### src/rtl/irq_regfile_pkg.sv
package irq_regfile_pkg;

  // Offsets whose meaning software depends on
  localparam logic [31:0] OFS_IDENT  = 32'h0000_0000;
  localparam logic [31:0] OFS_SCRAT  = 32'h0000_0004;
  localparam logic [31:0] OFS_STATUS = 32'h0000_0024;
  localparam logic [31:0] OFS_RAISE  = 32'h0000_0060;
  localparam logic [31:0] OFS_ACK    = 32'h0000_0064;

  localparam logic [31:0] IDENT_WORD = 32'h0100_00ED;
  localparam logic [2:0]  SIZE_WORD  = 3'd4;

  // One-hot register selection produced by the decoder
  typedef struct packed {
    logic ident;
    logic scrat;
    logic status;
    logic raise;
    logic ack;
  } reg_sel_t;

endpackage

### src/rtl/irq_regfile_dec.sv
module irq_regfile_dec
  import irq_regfile_pkg::*;
#(
  parameter int unsigned ADDR_W = 20
) (
  input  logic [ADDR_W-1:0] addr,
  input  logic [2:0]        size,
  output logic              word_ok,
  output reg_sel_t          sel
);

  localparam logic [ADDR_W-1:0] A_IDENT  = ADDR_W'(OFS_IDENT);
  localparam logic [ADDR_W-1:0] A_SCRAT  = ADDR_W'(OFS_SCRAT);
  localparam logic [ADDR_W-1:0] A_STATUS = ADDR_W'(OFS_STATUS);
  localparam logic [ADDR_W-1:0] A_RAISE  = ADDR_W'(OFS_RAISE);
  localparam logic [ADDR_W-1:0] A_ACK    = ADDR_W'(OFS_ACK);

  always_comb begin
    word_ok    = (size == SIZE_WORD);
    sel        = '0;
    sel.ident  = (addr == A_IDENT);
    sel.scrat  = (addr == A_SCRAT);
    sel.status = (addr == A_STATUS);
    sel.raise  = (addr == A_RAISE);
    sel.ack    = (addr == A_ACK);
  end

endmodule

### src/rtl/irq_regfile_scratch.sv
module irq_regfile_scratch #(
  parameter int unsigned DATA_W = 32
) (
  input  logic              clk,
  input  logic              rst,
  input  logic              wr_en,
  input  logic [DATA_W-1:0] wdata,
  output logic [DATA_W-1:0] scr_q
);

  always_ff @(posedge clk) begin
    if (rst) begin
      scr_q <= '0;
    end else if (wr_en) begin
      scr_q <= ~wdata;
    end
  end

endmodule

### src/rtl/irq_regfile_stat.sv
module irq_regfile_stat #(
  parameter int unsigned DATA_W   = 32,
  parameter int unsigned EVT_BASE = 8,
  parameter int unsigned NUM_EVT  = 1
) (
  input  logic               clk,
  input  logic               rst,
  input  logic               raise_en,
  input  logic               ack_en,
  input  logic [DATA_W-1:0]  wdata,
  input  logic [NUM_EVT-1:0] evt,
  output logic [DATA_W-1:0]  stat_q,
  output logic               irq_q
);

  logic [DATA_W-1:0] evt_mask;
  logic [DATA_W-1:0] set_mask;
  logic [DATA_W-1:0] clr_mask;
  logic [DATA_W-1:0] stat_nxt;
  logic              irq_nxt;
  logic              any_evt;

  // Place each event on its own status bit
  always_comb begin
    evt_mask = '0;
    for (int i = 0; i < NUM_EVT; i++) begin
      evt_mask[EVT_BASE+i] = evt[i];
    end
  end

  always_comb begin
    any_evt  = |evt;
    set_mask = raise_en ? wdata : '0;
    clr_mask = ack_en   ? wdata : '0;
    // Clear first, then sets: a same-cycle set survives a clear
    stat_nxt = (stat_q & ~clr_mask) | set_mask | evt_mask;
    if (raise_en || any_evt) begin
      irq_nxt = 1'b1;
    end else if (ack_en && (stat_nxt == '0)) begin
      irq_nxt = 1'b0;
    end else begin
      irq_nxt = irq_q;
    end
  end

  always_ff @(posedge clk) begin
    if (rst) begin
      stat_q <= '0;
      irq_q  <= 1'b0;
    end else begin
      stat_q <= stat_nxt;
      irq_q  <= irq_nxt;
    end
  end

endmodule

### src/rtl/irq_regfile.sv
module irq_regfile
  import irq_regfile_pkg::*;
#(
  parameter int unsigned ADDR_W   = 20,
  parameter int unsigned DATA_W   = 32,
  parameter int unsigned EVT_BASE = 8,
  parameter int unsigned NUM_EVT  = 1
) (
  input  logic               clk,
  input  logic               rst,
  input  logic               req_valid,
  input  logic               req_write,
  input  logic [ADDR_W-1:0]  req_addr,
  input  logic [2:0]         req_size,
  input  logic [DATA_W-1:0]  req_wdata,
  input  logic [NUM_EVT-1:0] evt_done,
  output logic               rsp_valid,
  output logic [DATA_W-1:0]  rsp_rdata,
  output logic               irq
);

  localparam logic [DATA_W-1:0] IDENT_VAL = DATA_W'(IDENT_WORD);

  logic              word_ok;
  reg_sel_t          sel;
  logic              wr_ok;
  logic              rd_req;
  logic [DATA_W-1:0] scr_q;
  logic [DATA_W-1:0] stat_q;
  logic              irq_q;
  logic [DATA_W-1:0] rd_mux;

  irq_regfile_dec #(.ADDR_W(ADDR_W)) u_dec (
    .addr    (req_addr),
    .size    (req_size),
    .word_ok (word_ok),
    .sel     (sel)
  );

  assign wr_ok  = req_valid & req_write & word_ok;
  assign rd_req = req_valid & ~req_write;

  irq_regfile_scratch #(.DATA_W(DATA_W)) u_scr (
    .clk   (clk),
    .rst   (rst),
    .wr_en (wr_ok & sel.scrat),
    .wdata (req_wdata),
    .scr_q (scr_q)
  );

  irq_regfile_stat #(
    .DATA_W   (DATA_W),
    .EVT_BASE (EVT_BASE),
    .NUM_EVT  (NUM_EVT)
  ) u_stat (
    .clk      (clk),
    .rst      (rst),
    .raise_en (wr_ok & sel.raise),
    .ack_en   (wr_ok & sel.ack),
    .wdata    (req_wdata),
    .evt      (evt_done),
    .stat_q   (stat_q),
    .irq_q    (irq_q)
  );

  always_comb begin
    if (!word_ok) begin
      rd_mux = '1;
    end else if (sel.ident) begin
      rd_mux = IDENT_VAL;
    end else if (sel.scrat) begin
      rd_mux = scr_q;
    end else if (sel.status) begin
      rd_mux = stat_q;
    end else begin
      rd_mux = '0;
    end
  end

  always_ff @(posedge clk) begin
    if (rst) begin
      rsp_valid <= 1'b0;
      rsp_rdata <= '0;
    end else begin
      rsp_valid <= rd_req;
      rsp_rdata <= rd_req ? rd_mux : '0;
    end
  end

  assign irq = irq_q;

endmodule

### config.mk
export PLATFORM = sky130hd
export DESIGN_NAME = irq_regfile
export DESIGN_NICKNAME = d
export VERILOG_FILES = /design/src/rtl/irq_regfile_pkg.sv /design/src/rtl/irq_regfile_dec.sv /design/src/rtl/irq_regfile_scratch.sv /design/src/rtl/irq_regfile_stat.sv /design/src/rtl/irq_regfile.sv
export SDC_FILE = /design/constraint.sdc
export NUM_CORES = 1
export LEC_CHECK = 0
export CAP_MARGIN = 20
export CORE_MARGIN = 5
export CORE_UTILIZATION = 45
export DETAILED_ROUTE_END_ITERATION = 8
export DONT_BUFFER_PORTS = 1
export SYNTH_ARGS = -nofsm -noshare
export SYNTH_HDL_FRONTEND = slang
export SYNTH_SLANG_ARGS = --single-unit
### constraint.sdc
create_clock -name clk -period 5.2 [get_ports clk]
set_clock_uncertainty 0.1 [all_clocks]
set_input_delay 0.26 -clock clk [delete_from_list [all_inputs] [get_ports clk]]
set_output_delay 0.26 -clock clk [all_outputs]
set_load 0.02 [all_outputs]
==> run metrics, run 1 <==
status complete, no violations; sequential fraction of design power 57.7%; core region area 9680 um^2; endpoints failing hold 0; kind of critical path in -> reg; clock-pin transition on the worst setup and hold timing paths 100 ps; endpoint arrival time on the critical path 2770 ps; detailed-route via count 3535; relative slew slack 39.0%; post-DR wirelength/cell 17.8 um; Net Sw Frac 24.4%; count of input and output buffers 0; Via-to-Cell Ratio 5.45; top fanout value on the critical path 28; DIE WIDTH 109 um; max_cap viols 0; worst min-delay path endpoint u_stat.stat_q[0]; WL met3 765 um; wire length of the first global-routing pass 18200 um; HP Class in -> reg; Yosys reg bits 98; antenna cells 0; RSZ-0062 raised after global routing false; WHS 16.8 ps; number of global-route vias before repair 3397; starting density of the core 45.7%; Post-layout nets 571; total standard cell area after synthesis 4430 um^2; Seq/Total Area, Yosys 44.3%; type of destination of the critical path flop; met1 layer wirelength in the final routing 5150 um; cell count after synthesis 491; Overall Global Routing Usage 19.8%; post-detailed-route count of antenna-violating nets 0; cell internal pwr 1020 uW; Max Used Layer met4; leading cell type in the layout, fill and taps excluded sky130_fd_sc_hd__dfxtp_1; Net Sw Power 330 uW; clock period minus worst slack 2560 ps; filler cell count in the final layout 901; share of layout cells above drive strength 1 18.2%; Comb power frac 5.6%; clk root buf sky130_fd_sc_hd__clkbuf_8; clock latency on the worst-skew pair 360 ps; initial detailed-routing violation count 179; power per standard cell area 266 nW/um^2; number of levels the H-tree was split into 3; cell leakage power 0.00192 uW; Pre-Repair DR Iteration Count 4; Min-Delay Startpoint req_wdata[0]; final setup violating endpoints 0; number of top-level pins 94; Cell Rows 36; total CTS buffers 9; worst r2r path cells 6; area of the die 11900 um^2; post-detail-place hpwl 7250 um; number of buffers on the longest clock path 2; top library cells by usage in the layout, fill and taps aside 98 x sky130_fd_sc_hd__dfxtp_1, 71 x sky130_fd_sc_hd__nand2_1, 67 x sky130_fd_sc_hd__nor2_1; reg-to-reg critical path startpoint u_stat.stat_q[15]; WL final 11600 um; count of unique library cells instantiated by Yosys 41; cell type with the highest aggregate area in the netlist sky130_fd_sc_hd__dfxtp_1; Layout Area Growth over Synthesis 14.7%; number of pins with negative max-slew slack in the final report 0; CTS tree done; Fmax achieved 0.391 GHz; gp weighted congestion 0.807; initial antenna violation count 0; Net Count, Synth 551; slack of the worst reg-to-reg path 3300 ps; largest net degree at the start of global routing 66; worst IR drop on VDD 0.154 mV; Worst-Margin Slew 906 ps; largest cells by area after synthesis sky130_fd_sc_hd__dfxtp_1 44%, sky130_fd_sc_hd__mux2_2 8.1%, sky130_fd_sc_hd__a211oi_2 7.9%; average size of a mapped cell 9.02 um^2; amount of wire on met2 after detailed routing 5520 um; Critical Path Source Type input pin; endpoint of the most critical register-to-register path u_stat.irq_q; required time of the worst setup path 5420 ps; Ys Warns 0; Setup TNS Final 0 ps; die span in y 109 um; share of the synthesized area in the top cell type 44.3%; Cells on Worst Hold Path 3; Clock power frac 36.6%; Period Utilization, post-route 49.2%; clock sink count 98; drc violations 0; aggregate global routing overflow 0
-- per-layer routing --
metal / up-vias / global-route usage (%)
met4: 0 / 5.52
met2: 103 / 32.3
met5: - / 0
met3: 10 / 4.85
met1: 1674 / 26.2
li1: 1748 / -
-- synthesized netlist by cell type (all sizes together) --
cell and number:
o211ai 1, o21ai 8, a221oi 1, nand4b 1, nand2b 10, nand4 1, o2111ai 3, or4 3
nor2 68, a21oi 39, and3 1, clkbuf 25, nand3 5, and4 2, mux2i 26, o22ai 2
or2 3, nor4 8, nor3 2, a2bb2oi 2, nand2 71, o31a 1, mux2 32, a311oi 1
o31ai 3, a211o 2, o221ai 1, or3 1, buf 7, dfxtp 98, a211oi 32, a31oi 2
a2111oi 2, nor3b 1, o41ai 1, inv 25
-- cells by family (layout without fill, tap and decap cells) --
family	after synthesis	after routing	share of synthesized area, %
compound gates	101	101	17.9
flops	98	98	44.3
simple gates	177	177	18.1
buf+inv	57	82	5.62
mux	58	58	14.0
-- registers in the layout (all words and copies together), names as in the netlist --
register       count
rsp_valid          1
u_scr.scr_q       32
u_stat.stat_q     32
u_stat.irq_q       1
rsp_rdata         32
-- metrics by stage --
| step | total power [uW] | std cells | instance area (um^2) | worst slack [ps] | util, % |
|---|---|---|---|---|---|
| finish | 1350 | 649 | 5080 | 2640 | 52.4 |
| global route | 1400 | 649 | 5080 | 2530 | 52.4 |
| CTS | 1360 | 648 | 5050 | 2640 | 52.1 |
| detailed placement | 833 | 598 | 4500 | 2600 | 46.4 |
| global placement | 833 | 598 | 4500 | 2710 | 46.4 |
| floorplan | 836 | 491 | 4430 | 2980 | - |
-- worst max-delay path, cell delays in order --
cell                            delay, ps
sky130_fd_sc_hd__nor4_2               390
sky130_fd_sc_hd__nand2_1              230
sky130_fd_sc_hd__or3_4                450
sky130_fd_sc_hd__nor4_4               230
sky130_fd_sc_hd__buf_4                370
sky130_fd_sc_hd__nor2_1                90
sky130_fd_sc_hd__a211oi_2             190
sky130_fd_sc_hd__dlygate4sd3_1        560
-- how the worst max path moves through the flow --
stage	from	to	slack, ps	depth (start not counted)
6_report	req_addr[3]	u_scr.scr_q[25]	2640	8
5_1_grt	req_addr[13]	u_scr.scr_q[25]	2530	8
4_1_cts	req_addr[17]	u_scr.scr_q[25]	2640	8
3_5_place_dp	req_addr[17]	u_stat.irq_q	2600	6
3_3_place_gp	req_addr[9]	u_scr.scr_q[19]	2710	7
2_1_floorplan	req_addr[9]	u_scr.scr_q[13]	2980	6
-- what timing repair did --
item,4_1_cts,5_1_grt
hold buffers,34,0
setup buffers,0,0
gates resized for setup,0,0
hold endpoints to repair,65,0
-- power groups by stage --
stage                     logic (uW)  registers (uW)  clock network, uW
after CTS                       73.8             780                508
after global placement          35.7             797                  0
after floorplan                 40.4             796                  0
after detailed placement        35.7             797                  0
after global routing            81.4             781                541
final                           76.0             779                494
-- layout make-up --
| cell class | count | area (um^2) | share of cell area (%) |
|---|---|---|---|
| inverter | 25 | 93.8 | 1.85 |
| timing repair buffer | 41 | 430 | 8.48 |
| clock inverter | 6 | 67.6 | 1.33 |
| multi-input combinational | 336 | 2230 | 43.9 |
| clock buffer | 10 | 128 | 2.51 |
| tap | 133 | 166 | 3.28 |
| sequential | 98 | 1960 | 38.6 |
Note: power is estimated with default switching activity, not from simulation.
==> run 2: changes to the inputs <==
ABC_AREA = 1   (was default)
clock period = 2.2 ns   (was 5.2 ns; I/O delays follow)
==> run 2 against run 1 <==
First-iteration DRC count shrank 20%. Sequential share of layout area increased by 0.095 points. Area after synthesis fell by 2.7%. Final cell count grew 18%. Utilization grew 2.1 points. Register-to-register slack worse by 2400 ps. Worst setup slack worse by 2200 ps. Final area down 0.25%. Sequential power rose by 140%. Critical path type unchanged. Clock-buffer cell count did not move.
==> run metrics, run 2 <==
status complete, no violations; post-cts resize count 0; Ys Warns 0; Min-Delay Startpoint req_valid; endpoints failing hold 0; Bufs and invs on worst path 4; end-of-flow core utilization 54.5%; ordered list of cells on the worst path inv_1 > nand2_1 > nor2_1 > nand2_2 > nor2_8 > nand2_4 > clkinv_2 > nand2_1 > nand2_1 > nand2_1 > inv_2 > nor2_1 > dlygate4sd3_1; endpoint arrival time on the critical path 1870 ps; count of input and output buffers 0; final setup violating endpoints 0; clock latency on the worst-skew pair 370 ps; gp weighted congestion 0.818; Period Utilization, post-route 77.6%; post-DR wirelength/cell 13.7 um; number of global-route vias before repair 3703; CTS tree done; clock period minus worst slack 1710 ps; Crit-path slowest cell sky130_fd_sc_hd__dlygate4sd3_1; most frequent cells after synthesis 119 x sky130_fd_sc_hd__inv_1, 118 x sky130_fd_sc_hd__nand2_1, 98 x sky130_fd_sc_hd__dfxtp_1; Setup TNS Final 0 ps; Post-layout nets 693; antenna cells 0; top library cells by usage in the layout, fill and taps aside 119 x sky130_fd_sc_hd__inv_1, 118 x sky130_fd_sc_hd__nand2_1, 98 x sky130_fd_sc_hd__dfxtp_1; endpoint of the most critical register-to-register path u_stat.stat_q[9]; worst min-delay path endpoint rsp_valid; Net Count, Synth 663; max_cap viols 0; clock-pin transition on the worst setup and hold timing paths 100 ps; share of the synthesized area in the top cell type 45.6%; Cell Rows 35; Seq/Total Area, Yosys 45.6%; registers with the highest flip-flop counts rsp_rdata: 32 flops, u_scr.scr_q: 32 flops, u_stat.stat_q: 32 flops; initial detailed-routing violation count 143; WL final 10500 um; min setup slack post-route 493 ps; Post-synth ARST share 0%; drc violations 0; count of unique library cells instantiated by Yosys 28; Fmax achieved 0.586 GHz; worst IR drop on VDD 0.340 mV; Critical Path Max Stage Delay 550 ps; post-detailed-route count of antenna-violating nets 0; Pre-Repair DR Iteration Count 4; most frequent cell on the critical path sky130_fd_sc_hd__nand2_1; cell type with the highest aggregate area in the netlist sky130_fd_sc_hd__dfxtp_1; filler cell count in the final layout 941; total CTS buffers 9; clock sink count 98; DIE WIDTH 108 um; HP Class in -> reg; cell leakage power 0.00221 uW; share of layout cells above drive strength 1 6.90%; cell family with the largest share of critical-path delay simple AND/OR/NAND/NOR gates; aggregate global routing overflow 0; starting density of the core 46.4%; worst r2r path cells 5; Critical Path Source Type input pin; slack of the worst reg-to-reg path 930 ps; Layout Area Growth over Synthesis 17.6%; type of destination of the critical path flop; number of enable-type register cells in the synthesized netlist 0; Worst-Margin Slew 419 ps; top fanout value on the critical path 18; count of buffers added by post-CTS timing repair for setup 0; relative slew slack 71.8%; core region area 9280 um^2; largest net degree at the start of global routing 67; average size of a mapped cell 7.14 um^2; clk root buf sky130_fd_sc_hd__clkbuf_8; cell count after synthesis 603; number of top-level pins 94; number of buffers on the longest clock path 2; Via-to-Cell Ratio 4.89; leading cell type in the layout, fill and taps excluded sky130_fd_sc_hd__inv_1; largest cells by area after synthesis sky130_fd_sc_hd__dfxtp_1 46%, sky130_fd_sc_hd__inv_1 10%, sky130_fd_sc_hd__nand2_1 10%; reg-to-reg critical path startpoint u_stat.stat_q[9]; Main synth FF type sky130_fd_sc_hd__dfxtp_1; detailed-route via count 3753; power per standard cell area 672 nW/um^2; Overall Global Routing Usage 19.2%; RSZ-0062 raised after global routing false; initial antenna violation count 0; Yosys reg bits 98; kind of critical path in -> reg; total standard cell area after synthesis 4310 um^2; post-placement setup slack 194 ps; Cells on Worst Hold Path 2; most numerous cell in the Yosys netlist sky130_fd_sc_hd__inv_1; die span in y 108 um; post-detail-place hpwl 6880 um; required time of the worst setup path 2370 ps; number of levels the H-tree was split into 3; area of the die 11600 um^2; number of pins with negative max-slew slack in the final report 0; wire length of the first global-routing pass 18000 um
==> run 2: metrics by stage <==
| step | area, um^2 | instances | power (uW) | hold WS (ps) |
|---|---|---|---|---|
| floorplan | 4310 | 603 | 1950 | 109 |
| global placement | 4410 | 711 | 1950 | 87.2 |
| detailed placement | 4410 | 711 | 1950 | 90.4 |
| CTS | 5060 | 767 | 3430 | 85.7 |
| global route | 5060 | 767 | 3540 | 103 |
| finish | 5060 | 767 | 3400 | 90.1 |
==> run 2: timing repair <==
action,CTS,global route
setup endpoints to repair,0,0
hold endpoints to repair,66,0
hold buffers,40,0
==> run 2: power breakdown <==
group | switching [uW] | internal [uW] | total, uW
combinational | 91.1 | 71.7 | 163
clock | 639 | 760 | 1400
sequential | 42.3 | 1800 | 1840
==> run 2: worst register-to-register path, stage by stage, from the launching register on <==
cell and delay, ps:
sky130_fd_sc_hd__dfxtp_1 330, sky130_fd_sc_hd__nand2_1 60, sky130_fd_sc_hd__nand2_1 50, sky130_fd_sc_hd__inv_2 50
sky130_fd_sc_hd__nor2_1 30, sky130_fd_sc_hd__dlygate4sd3_1 550
==> run 2: cell families after synthesis <==
group	synth area share (%)
AOI/OAI and AO/OA	18.6
and+or+nand+nor	21.4
buffers and inverters	14.4
DFF	45.6
==> run 2: layout make-up <==
| class | count | area, um^2 | share of cell area, % |
|---|---|---|---|
| clock buffer | 10 | 128 | 2.52 |
| timing repair buffer | 48 | 490 | 9.69 |
| inverter | 128 | 482 | 9.51 |
| clock inverter | 6 | 113 | 2.22 |
| tap | 129 | 161 | 3.19 |
| sequential | 98 | 1960 | 38.7 |
| multi-input combinational | 348 | 1730 | 34.1 |
==> run 2: how the worst max path moves through the flow <==
| stage | startpoint | end | slack, ps | cells past startpoint |
|---|---|---|---|---|
| final | req_addr[16] | u_stat.stat_q[9] | 490 | 13 |
| after global routing | req_addr[16] | u_stat.stat_q[9] | 290 | 13 |
| after CTS | req_addr[16] | u_stat.stat_q[9] | 490 | 13 |
| after detailed placement | req_addr[11] | u_stat.irq_q | 190 | 15 |
| after global placement | req_addr[11] | u_stat.irq_q | 210 | 15 |
| after floorplan | req_addr[16] | u_stat.irq_q | 590 | 15 |
==> run 2: layer usage <==
metal / share of wire [%] / GRT usage, %
met4: 1.6 / 6.22
met1: 47 / 25.3
met2: 47 / 31.2
met3: 4.7 / 4.02
met5: 0 / 0
